$ cat src/rtl/sdr_cmd_pkg.sv
package sdr_cmd_pkg;

  typedef enum logic [3:0] {
    OP_NOP  = 4'd0,
    OP_MRS  = 4'd1,
    OP_ACT  = 4'd2,
    OP_RD   = 4'd3,
    OP_RDA  = 4'd4,
    OP_WR   = 4'd5,
    OP_WRA  = 4'd6,
    OP_PALL = 4'd7,
    OP_REF  = 4'd8,
    OP_PDN  = 4'd9,
    OP_SREF = 4'd10,
    OP_PDX  = 4'd11
  } sdr_op_e;

  localparam logic [3:0] OP_LAST = OP_PDX;

  typedef enum logic [1:0] {SEL_NONE, SEL_ONE, SEL_ALL} sel_kind_e;
  typedef enum logic [1:0] {MSK_OFF, MSK_ON, MSK_WR} msk_kind_e;
  typedef enum logic [2:0] {ADR_ZERO, ADR_ROW, ADR_COL, ADR_PALL, ADR_MODE} adr_kind_e;

  typedef struct packed {
    logic ras_n;
    logic cas_n;
    logic we_n;
  } sdr_ctl_t;

  typedef struct packed {
    sdr_ctl_t  ctl;
    sel_kind_e sel;
    msk_kind_e msk;
    adr_kind_e adr;
    logic      ap;
  } sdr_dec_t;

  function automatic sdr_dec_t sdr_decode(sdr_op_e op);
    sdr_dec_t d;
    d = '{ctl: 3'b111, sel: SEL_NONE, msk: MSK_OFF, adr: ADR_ZERO, ap: 1'b0};
    case (op)
      OP_MRS:  d = '{ctl: 3'b000, sel: SEL_ALL, msk: MSK_OFF, adr: ADR_MODE, ap: 1'b0};
      OP_ACT:  d = '{ctl: 3'b011, sel: SEL_ONE, msk: MSK_OFF, adr: ADR_ROW,  ap: 1'b0};
      OP_RD:   d = '{ctl: 3'b101, sel: SEL_ONE, msk: MSK_ON,  adr: ADR_COL,  ap: 1'b0};
      OP_RDA:  d = '{ctl: 3'b101, sel: SEL_ONE, msk: MSK_ON,  adr: ADR_COL,  ap: 1'b1};
      OP_WR:   d = '{ctl: 3'b100, sel: SEL_ONE, msk: MSK_WR,  adr: ADR_COL,  ap: 1'b0};
      OP_WRA:  d = '{ctl: 3'b100, sel: SEL_ONE, msk: MSK_WR,  adr: ADR_COL,  ap: 1'b1};
      OP_PALL: d = '{ctl: 3'b010, sel: SEL_ALL, msk: MSK_OFF, adr: ADR_PALL, ap: 1'b0};
      OP_REF:  d = '{ctl: 3'b001, sel: SEL_ALL, msk: MSK_ON,  adr: ADR_ZERO, ap: 1'b0};
      OP_SREF: d = '{ctl: 3'b001, sel: SEL_ALL, msk: MSK_ON,  adr: ADR_ZERO, ap: 1'b0};
      default: ; // NOP, PDN, PDX: everything deasserted
    endcase
    return d;
  endfunction

endpackage

$ cat src/rtl/sdr_cke_gate.sv
module sdr_cke_gate
  import sdr_cmd_pkg::*;
(
  input  logic       cke_q_i,
  input  logic       req_valid_i,
  input  logic [3:0] req_op_i,
  output sdr_op_e    eff_op_o,
  output logic       cke_nxt_o,
  output logic       reject_o
);

  always_comb begin
    eff_op_o  = OP_NOP;
    cke_nxt_o = cke_q_i;
    reject_o  = 1'b0;
    if (req_valid_i) begin
      if (req_op_i > OP_LAST) begin
        reject_o = 1'b1;
      end else if (!cke_q_i) begin
        if (req_op_i == OP_PDX) begin
          eff_op_o  = OP_PDX;
          cke_nxt_o = 1'b1;
        end else begin
          reject_o = 1'b1;
        end
      end else if (req_op_i == OP_PDX) begin
        reject_o = 1'b1;
      end else begin
        eff_op_o = sdr_op_e'(req_op_i);
        if (req_op_i == OP_PDN || req_op_i == OP_SREF) cke_nxt_o = 1'b0;
      end
    end
  end

endmodule

$ cat src/rtl/sdr_addr_mux.sv
module sdr_addr_mux
  import sdr_cmd_pkg::*;
#(
  parameter int unsigned ADDR_W = 15,
  parameter int unsigned BANK_W = 2,
  parameter int unsigned ROW_W  = 13,
  parameter int unsigned COL_W  = 10,
  parameter int unsigned AP_BIT = 10
) (
  input  adr_kind_e          kind_i,
  input  logic               ap_i,
  input  logic [BANK_W-1:0]  bank_i,
  input  logic [ROW_W-1:0]   row_i,
  input  logic [COL_W-1:0]   col_i,
  input  logic               lat3_i,
  output logic [ADDR_W-1:0]  addr_o
);

  localparam int unsigned BANK_LSB = ADDR_W - BANK_W;
  localparam int unsigned MODE_W   = 7;

  always_comb begin
    addr_o = '0;
    case (kind_i)
      ADR_ROW: begin
        addr_o[BANK_LSB +: BANK_W] = bank_i;
        addr_o[ROW_W-1:0]          = row_i;
      end
      ADR_COL: begin
        addr_o[BANK_LSB +: BANK_W] = bank_i;
        addr_o[COL_W-1:0]          = col_i;
        addr_o[AP_BIT]             = ap_i;
      end
      ADR_PALL: addr_o[AP_BIT] = 1'b1;
      // latency {0,1,lat}, sequential, burst of one
      ADR_MODE: addr_o[MODE_W-1:0] = {1'b0, 1'b1, lat3_i, 1'b0, 3'b000};
      default: ;
    endcase
  end

endmodule

$ cat src/rtl/sdr_pin_encode.sv
module sdr_pin_encode
  import sdr_cmd_pkg::*;
#(
  parameter int unsigned N_CHIPS = 4,
  parameter int unsigned MASK_W  = 4,
  localparam int unsigned CHIP_W = $clog2(N_CHIPS)
) (
  input  sel_kind_e          sel_i,
  input  msk_kind_e          msk_i,
  input  logic [CHIP_W-1:0]  chip_i,
  input  logic [MASK_W-1:0]  wmask_i,
  output logic [N_CHIPS-1:0] cs_n_o,
  output logic [MASK_W-1:0]  dqm_o
);

  for (genvar i = 0; i < N_CHIPS; i++) begin : g_cs
    always_comb begin
      case (sel_i)
        SEL_ALL: cs_n_o[i] = 1'b0;
        SEL_ONE: cs_n_o[i] = (chip_i != CHIP_W'(i));
        default: cs_n_o[i] = 1'b1;
      endcase
    end
  end

  always_comb begin
    case (msk_i)
      MSK_ON:  dqm_o = '0;
      MSK_WR:  dqm_o = wmask_i;
      default: dqm_o = '1;
    endcase
  end

endmodule

$ cat src/rtl/sdr_cmd_issuer.sv
module sdr_cmd_issuer
  import sdr_cmd_pkg::*;
#(
  parameter int unsigned N_CHIPS = 4,
  parameter int unsigned MASK_W  = 4,
  parameter int unsigned ADDR_W  = 15,
  parameter int unsigned BANK_W  = 2,
  parameter int unsigned ROW_W   = 13,
  parameter int unsigned COL_W   = 10,
  parameter int unsigned AP_BIT  = 10,
  localparam int unsigned CHIP_W = $clog2(N_CHIPS)
) (
  input  logic               clk_i,
  input  logic               rst_ni,
  input  logic               req_valid_i,
  input  logic [3:0]         req_op_i,
  input  logic [CHIP_W-1:0]  req_chip_i,
  input  logic [BANK_W-1:0]  req_bank_i,
  input  logic [ROW_W-1:0]   req_row_i,
  input  logic [COL_W-1:0]   req_col_i,
  input  logic [MASK_W-1:0]  req_wmask_i,
  input  logic               cas_lat3_i,
  output logic               cke_o,
  output logic [N_CHIPS-1:0] cs_no,
  output logic               ras_no,
  output logic               cas_no,
  output logic               we_no,
  output logic [MASK_W-1:0]  dqm_o,
  output logic [ADDR_W-1:0]  addr_o,
  output logic               err_o
);

  sdr_op_e             eff_op;
  logic                cke_nxt, reject;
  sdr_dec_t            dec;
  logic [N_CHIPS-1:0]  cs_n_d;
  logic [MASK_W-1:0]   dqm_d;
  logic [ADDR_W-1:0]   addr_d;

  sdr_cke_gate u_gate (
    .cke_q_i     (cke_o),
    .req_valid_i (req_valid_i),
    .req_op_i    (req_op_i),
    .eff_op_o    (eff_op),
    .cke_nxt_o   (cke_nxt),
    .reject_o    (reject)
  );

  assign dec = sdr_decode(eff_op);

  sdr_pin_encode #(.N_CHIPS(N_CHIPS), .MASK_W(MASK_W)) u_enc (
    .sel_i   (dec.sel),
    .msk_i   (dec.msk),
    .chip_i  (req_chip_i),
    .wmask_i (req_wmask_i),
    .cs_n_o  (cs_n_d),
    .dqm_o   (dqm_d)
  );

  sdr_addr_mux #(
    .ADDR_W(ADDR_W), .BANK_W(BANK_W), .ROW_W(ROW_W), .COL_W(COL_W), .AP_BIT(AP_BIT)
  ) u_amux (
    .kind_i (dec.adr),
    .ap_i   (dec.ap),
    .bank_i (req_bank_i),
    .row_i  (req_row_i),
    .col_i  (req_col_i),
    .lat3_i (cas_lat3_i),
    .addr_o (addr_d)
  );

  always_ff @(posedge clk_i or negedge rst_ni) begin
    if (!rst_ni) begin
      cke_o  <= 1'b1;
      cs_no  <= '1;
      ras_no <= 1'b1;
      cas_no <= 1'b1;
      we_no  <= 1'b1;
      dqm_o  <= '1;
      addr_o <= '0;
      err_o  <= 1'b0;
    end else begin
      cke_o  <= cke_nxt;
      cs_no  <= cs_n_d;
      ras_no <= dec.ctl.ras_n;
      cas_no <= dec.ctl.cas_n;
      we_no  <= dec.ctl.we_n;
      dqm_o  <= dqm_d;
      addr_o <= addr_d;
      err_o  <= reject;
    end
  end

endmodule

$ cat config.mk
export PLATFORM = sky130hd
export DESIGN_NAME = sdr_cmd_issuer
export DESIGN_NICKNAME = d
export VERILOG_FILES = /design/src/rtl/sdr_cmd_pkg.sv /design/src/rtl/sdr_cke_gate.sv /design/src/rtl/sdr_addr_mux.sv /design/src/rtl/sdr_pin_encode.sv /design/src/rtl/sdr_cmd_issuer.sv
export SDC_FILE = /design/constraint.sdc
export NUM_CORES = 1
export LEC_CHECK = 0
export ABC_AREA = 1
export BUFFER_PORTS_ARGS = -buffer_cell sky130_fd_sc_hd__clkbuf_2
export CAP_MARGIN = 40
export CORE_UTILIZATION = 50
export CTS_BUF_LIST = sky130_fd_sc_hd__clkbuf_4 sky130_fd_sc_hd__clkbuf_8
export CTS_CLUSTER_SIZE = 20
export DETAILED_ROUTE_END_ITERATION = 10
export GPL_ROUTABILITY_DRIVEN = 0
export PLACE_DENSITY = 0.87
export REMOVE_ABC_BUFFERS = 1
export SLEW_MARGIN = 25
export SYNTH_ARGS = -nofsm -noshare
export SYNTH_HDL_FRONTEND = slang
export SYNTH_SLANG_ARGS = --single-unit
$ cat constraint.sdc
create_clock -name clk_i -period 2.9 [get_ports clk_i]
set_input_delay 0.87 -clock clk_i [delete_from_list [all_inputs] [get_ports clk_i]]
set_output_delay 0.87 -clock clk_i [all_outputs]
set_load 0.02 [all_outputs]
==> results.md <==
Status:
- The run finished, with violations left.
- The final reports fail on design-rule violations.

Worst setup path:
- The worst register-to-register path has a setup slack of between 1000 and 1500 ps.
- STA classifies the critical path startpoint as a register.
- The largest individual stage delay along the critical path comes from the cell dfstp_2.
- The endpoint of the most critical register-to-register path is addr_o[5].
- The worst setup path is captured at an output pin.
- The critical path is of the register to output pin type.
- In this design, the stage delay of the slowest critical-path cell is 620 ps.
- The maximum net fanout on the critical path is 7.
- The number of buffers and inverters on the critical path is 1.
- In this run the number of cells on the critical path is 1.
- Traced cell by cell, the critical path runs through clkbuf_2.
- The top cell family by delay on the critical path is flip-flops.
- The worst register-to-register path begins at cke_o.
- Data arrives at the worst endpoint at between 1000 and 1500 ps.
- For the worst setup path, the data required time is 2030 ps.
- The number of cells on the worst reg-to-reg path is 6.
- In this run the worst setup path begins at cke_o.

Synth:
- Yosys mapped a number of flops with a built-in enable equal to 0.
- The commonest cells after synthesis are nand2_1 (59), inv_1 (19), dfrtp_1 (16), nor2_1 (15), dfstp_2 (12).
- The synthesized design devotes to its leading area cell type 30.9% of total area.
- The average footprint of a synthesized cell is 8.40 µm².
- Synthesis produced between 150 and 200 cells.
- Ranked by total cell area, the synthesized netlist is headed by dfrtp_1 (31%), dfstp_2 (24%), nand2_1 (17%).
- The flop and latch count out of synthesis is 28.
- The share of synthesized flip-flops with an asynchronous set or reset is 100%.
- The yosys synthesis warning count is 0.
- Among all cell types in the netlist, the one instantiated most often is nand2_1.
- The synthesized netlist contains 20 unique library cells.
- The cell type with the highest aggregate area in the netlist is dfrtp_1.
- The cell area after technology mapping is about 1300 µm².
- Of the synthesized area, sequential elements account for a little under three fifths.
- The top flip-flop cell by instance count after synthesis is dfrtp_1.

Layout:
- The share of post-route cells with drive strength above 1 is around 44%.
- The area growth from synthesis to layout is 29.8%.
- The core utilization of the finished layout is 68.4%.
- 0 antenna diodes ended up in the layout.
- After the flow finishes, the layout carries non-filler instances totaling ~250.
- The fill cell total of the finished layout is approximately 220.
- The net count of the finished layout is between 200 and 300.

Clock network:
- The clock tree root buffer cell is clkbuf_4.
- The buffer levels on the longest clock path is 2.
- The total clock sinks is 28.
- The number of clock buffers inserted by TritonCTS is 3.
- In this run the number of H-tree levels came out at 1.
- After clock tree synthesis, the flow added hold-fix buffers numbering 0.
- The clock tree from TritonCTS is done.
- Gates resized during post-CTS repair numbered 0.
- At the later pin of the worst-skew pair, clock insertion delay measures ~320 ps.
- Buffers added to address setup during post-CTS repair amount to 0.
- The clock slew seen by the registers of the worst setup and hold paths is around 150 ps.

Drt:
- The detailed router finished its first iteration with 22 violations.
- In the routed design, unresolved DRC markers number 2.
- For this run, the detailed router's first-pass iteration total came to 9.
- In the final routed layout, each cell accounts on average for about 11 µm.
- The final antenna-violating net count is 0.
- The post-detailed-route via-to-cell ratio is ~4.8.
- Summing over every cut layer, the via total after detailed routing is approximately 1200.
- The final wirelength is approximately 2700 µm.

STA:
- Setup repair after global routing left no endpoint under its margin.
- The number of slew-limit violations in the final report came to 0.
- Setup violations remaining at the end of the flow were counted as 0.
- The worst max-slew margin expressed relative to the limit is 55.8%.
- The setup skew after layout is ~7.1 ps.
- Adding up every negative setup slack in the final design gives 0 ps.
- The hold violation total from the final report was 0.
- The worst path uses 68.9% of the clock period.
- For the pin with the worst max-slew slack, the measured transition is roughly 660 ps.
- Hold timing on the final database bottoms out at a slack of 544 ps.
- The shortest period the worst path allows is ~2000 ps.
- The peak clock frequency supported by timing is approximately 0.50 GHz.

GRT:
- For met1 alone, demand over resource in global routing was between 20% and 30%.
- The total overflow left after global routing is 0.
- The via count of the first global-routing pass is ~940.
- In this run the most used layer during global routing was met2.
- The first global-routing pass estimated roughly 4000 µm of wire.
- In the global route stage, met2 resource usage came out at about a third.
- The initial antenna violation count was 0.
- For this run, global-route usage on met3 was measured as 2.87%.
- The largest net degree at the start of global routing is 29.
- The total track usage is roughly a fifth.

Floorplan:
- Row generation in the floorplan step produced 18 rows.
- After floorplanning, the core was sized to cover 2450 µm².
- The die is 52.9 µm tall.
- The die is 52.9 µm wide.
- The initial core utilization is between 50 and 60%.
- The total die area is between 2000 and 3000 µm².
- Pin placement for this block handled 67 I/O pins.

Placement:
- Detailed placement ended at an HPWL of roughly 2100 µm.
- In this run the tool buffered the top-level ports with 66 buffer cells.
- The total placed cells including tap cells is 248.

Power:
- The power density normalized to cell area is 481 nW/µm².
- Power comes to ~0.00081 W.
- The worst-case IR drop observed on VDD is about 0.33 mV.
- The static leakage is ~1.0 nW.

Run:
- Across the run, the number of max-cap violations was 0.

Worst hold path:
- The tightest min-delay check is of the primary input to asynchronous set/reset pin type.
area by class of cell:
cell class / count / area [µm²] / share of cell area, %
Inverter: 21 / 78.8 / 4.69
Sequential cell: 28 / 716 / 42.6
Timing Repair Buffer: 66 / 330 / 19.7
Clock buffer: 4 / 36.3 / 2.16
Multi-Input combinational cell: 103 / 480 / 28.6
Tap cell: 30 / 37.5 / 2.24
worst reg2reg max path, cell delays in order, from the launching register on:
cell and delay, ps:
dfstp_2 620, nand3_1 200, nand3_2 170, nand3_2 150, inv_1 360, a21oi_1 120, nand2_1 80
per-layer routing:
layer	wire [µm]	part of all wire (%)
met5	0	0
met4	15	0.55
met3	130	4.8
met2	1380	51
met1	1200	44
worst max-delay path by stage:
stage                 to
2_1_floorplan  addr_o[4]
3_3_place_gp   addr_o[5]
3_5_place_dp   addr_o[5]
4_1_cts            cke_o
5_1_grt            cke_o
6_report           cke_o
registers in the layout (all words and copies together), names as in the netlist:
name	flops
we_no	1
cke_o	1
addr_o	15
cs_no	4
dqm_o	4
cas_no	1
ras_no	1
err_o	1
per-stage QoR:
stage / worst slack [ps] / instance area (µm²)
final: 901 / 1680
after global routing: 861 / 1680
after CTS: 897 / 1680
after detailed placement: 685 / 1640
after global placement: 692 / 1640
after floorplan: 1020 / 1270
layout by cell type, fill, tap and decap left out:
cell type,netlist,routed
nand3b_1,1,1
nand3_1,5,5
nand4_1,2,2
nand2_4,1,1
nor2_1,15,15
a21oi_1,2,2
o21ai_0,3,3
inv_2,2,2
nand3_2,6,6
or2_1,1,1
nand2_2,4,4
clkbuf_4,0,3
clkbuf_8,0,1
clkbuf_2,0,66
nor3_1,1,1
inv_1,19,19
nor2_2,2,2
nand4_2,1,1
dfstp_2,12,12
dfrtp_1,16,16
nand2_1,59,59
where the power goes:
part	leakage, nW	internal (W)	total (W)	switching (W)
logic	0.670	0.0000589	0.000173	0.000114
registers	0.346	0.000435	0.000449	0.0000132
clock network	0.0210	0.0000768	0.000186	0.000110
cell families (layout without fill, tap and decap cells):
kind of cell    Yosys count  count (layout)  synth area share (%)
compound gates            5               5                  1.93
buf+inv                  23              91                  7.54
flops                    28              28                  55.3
simple gates             98              98                  35.2
Power figures use the tool's default switching activity.
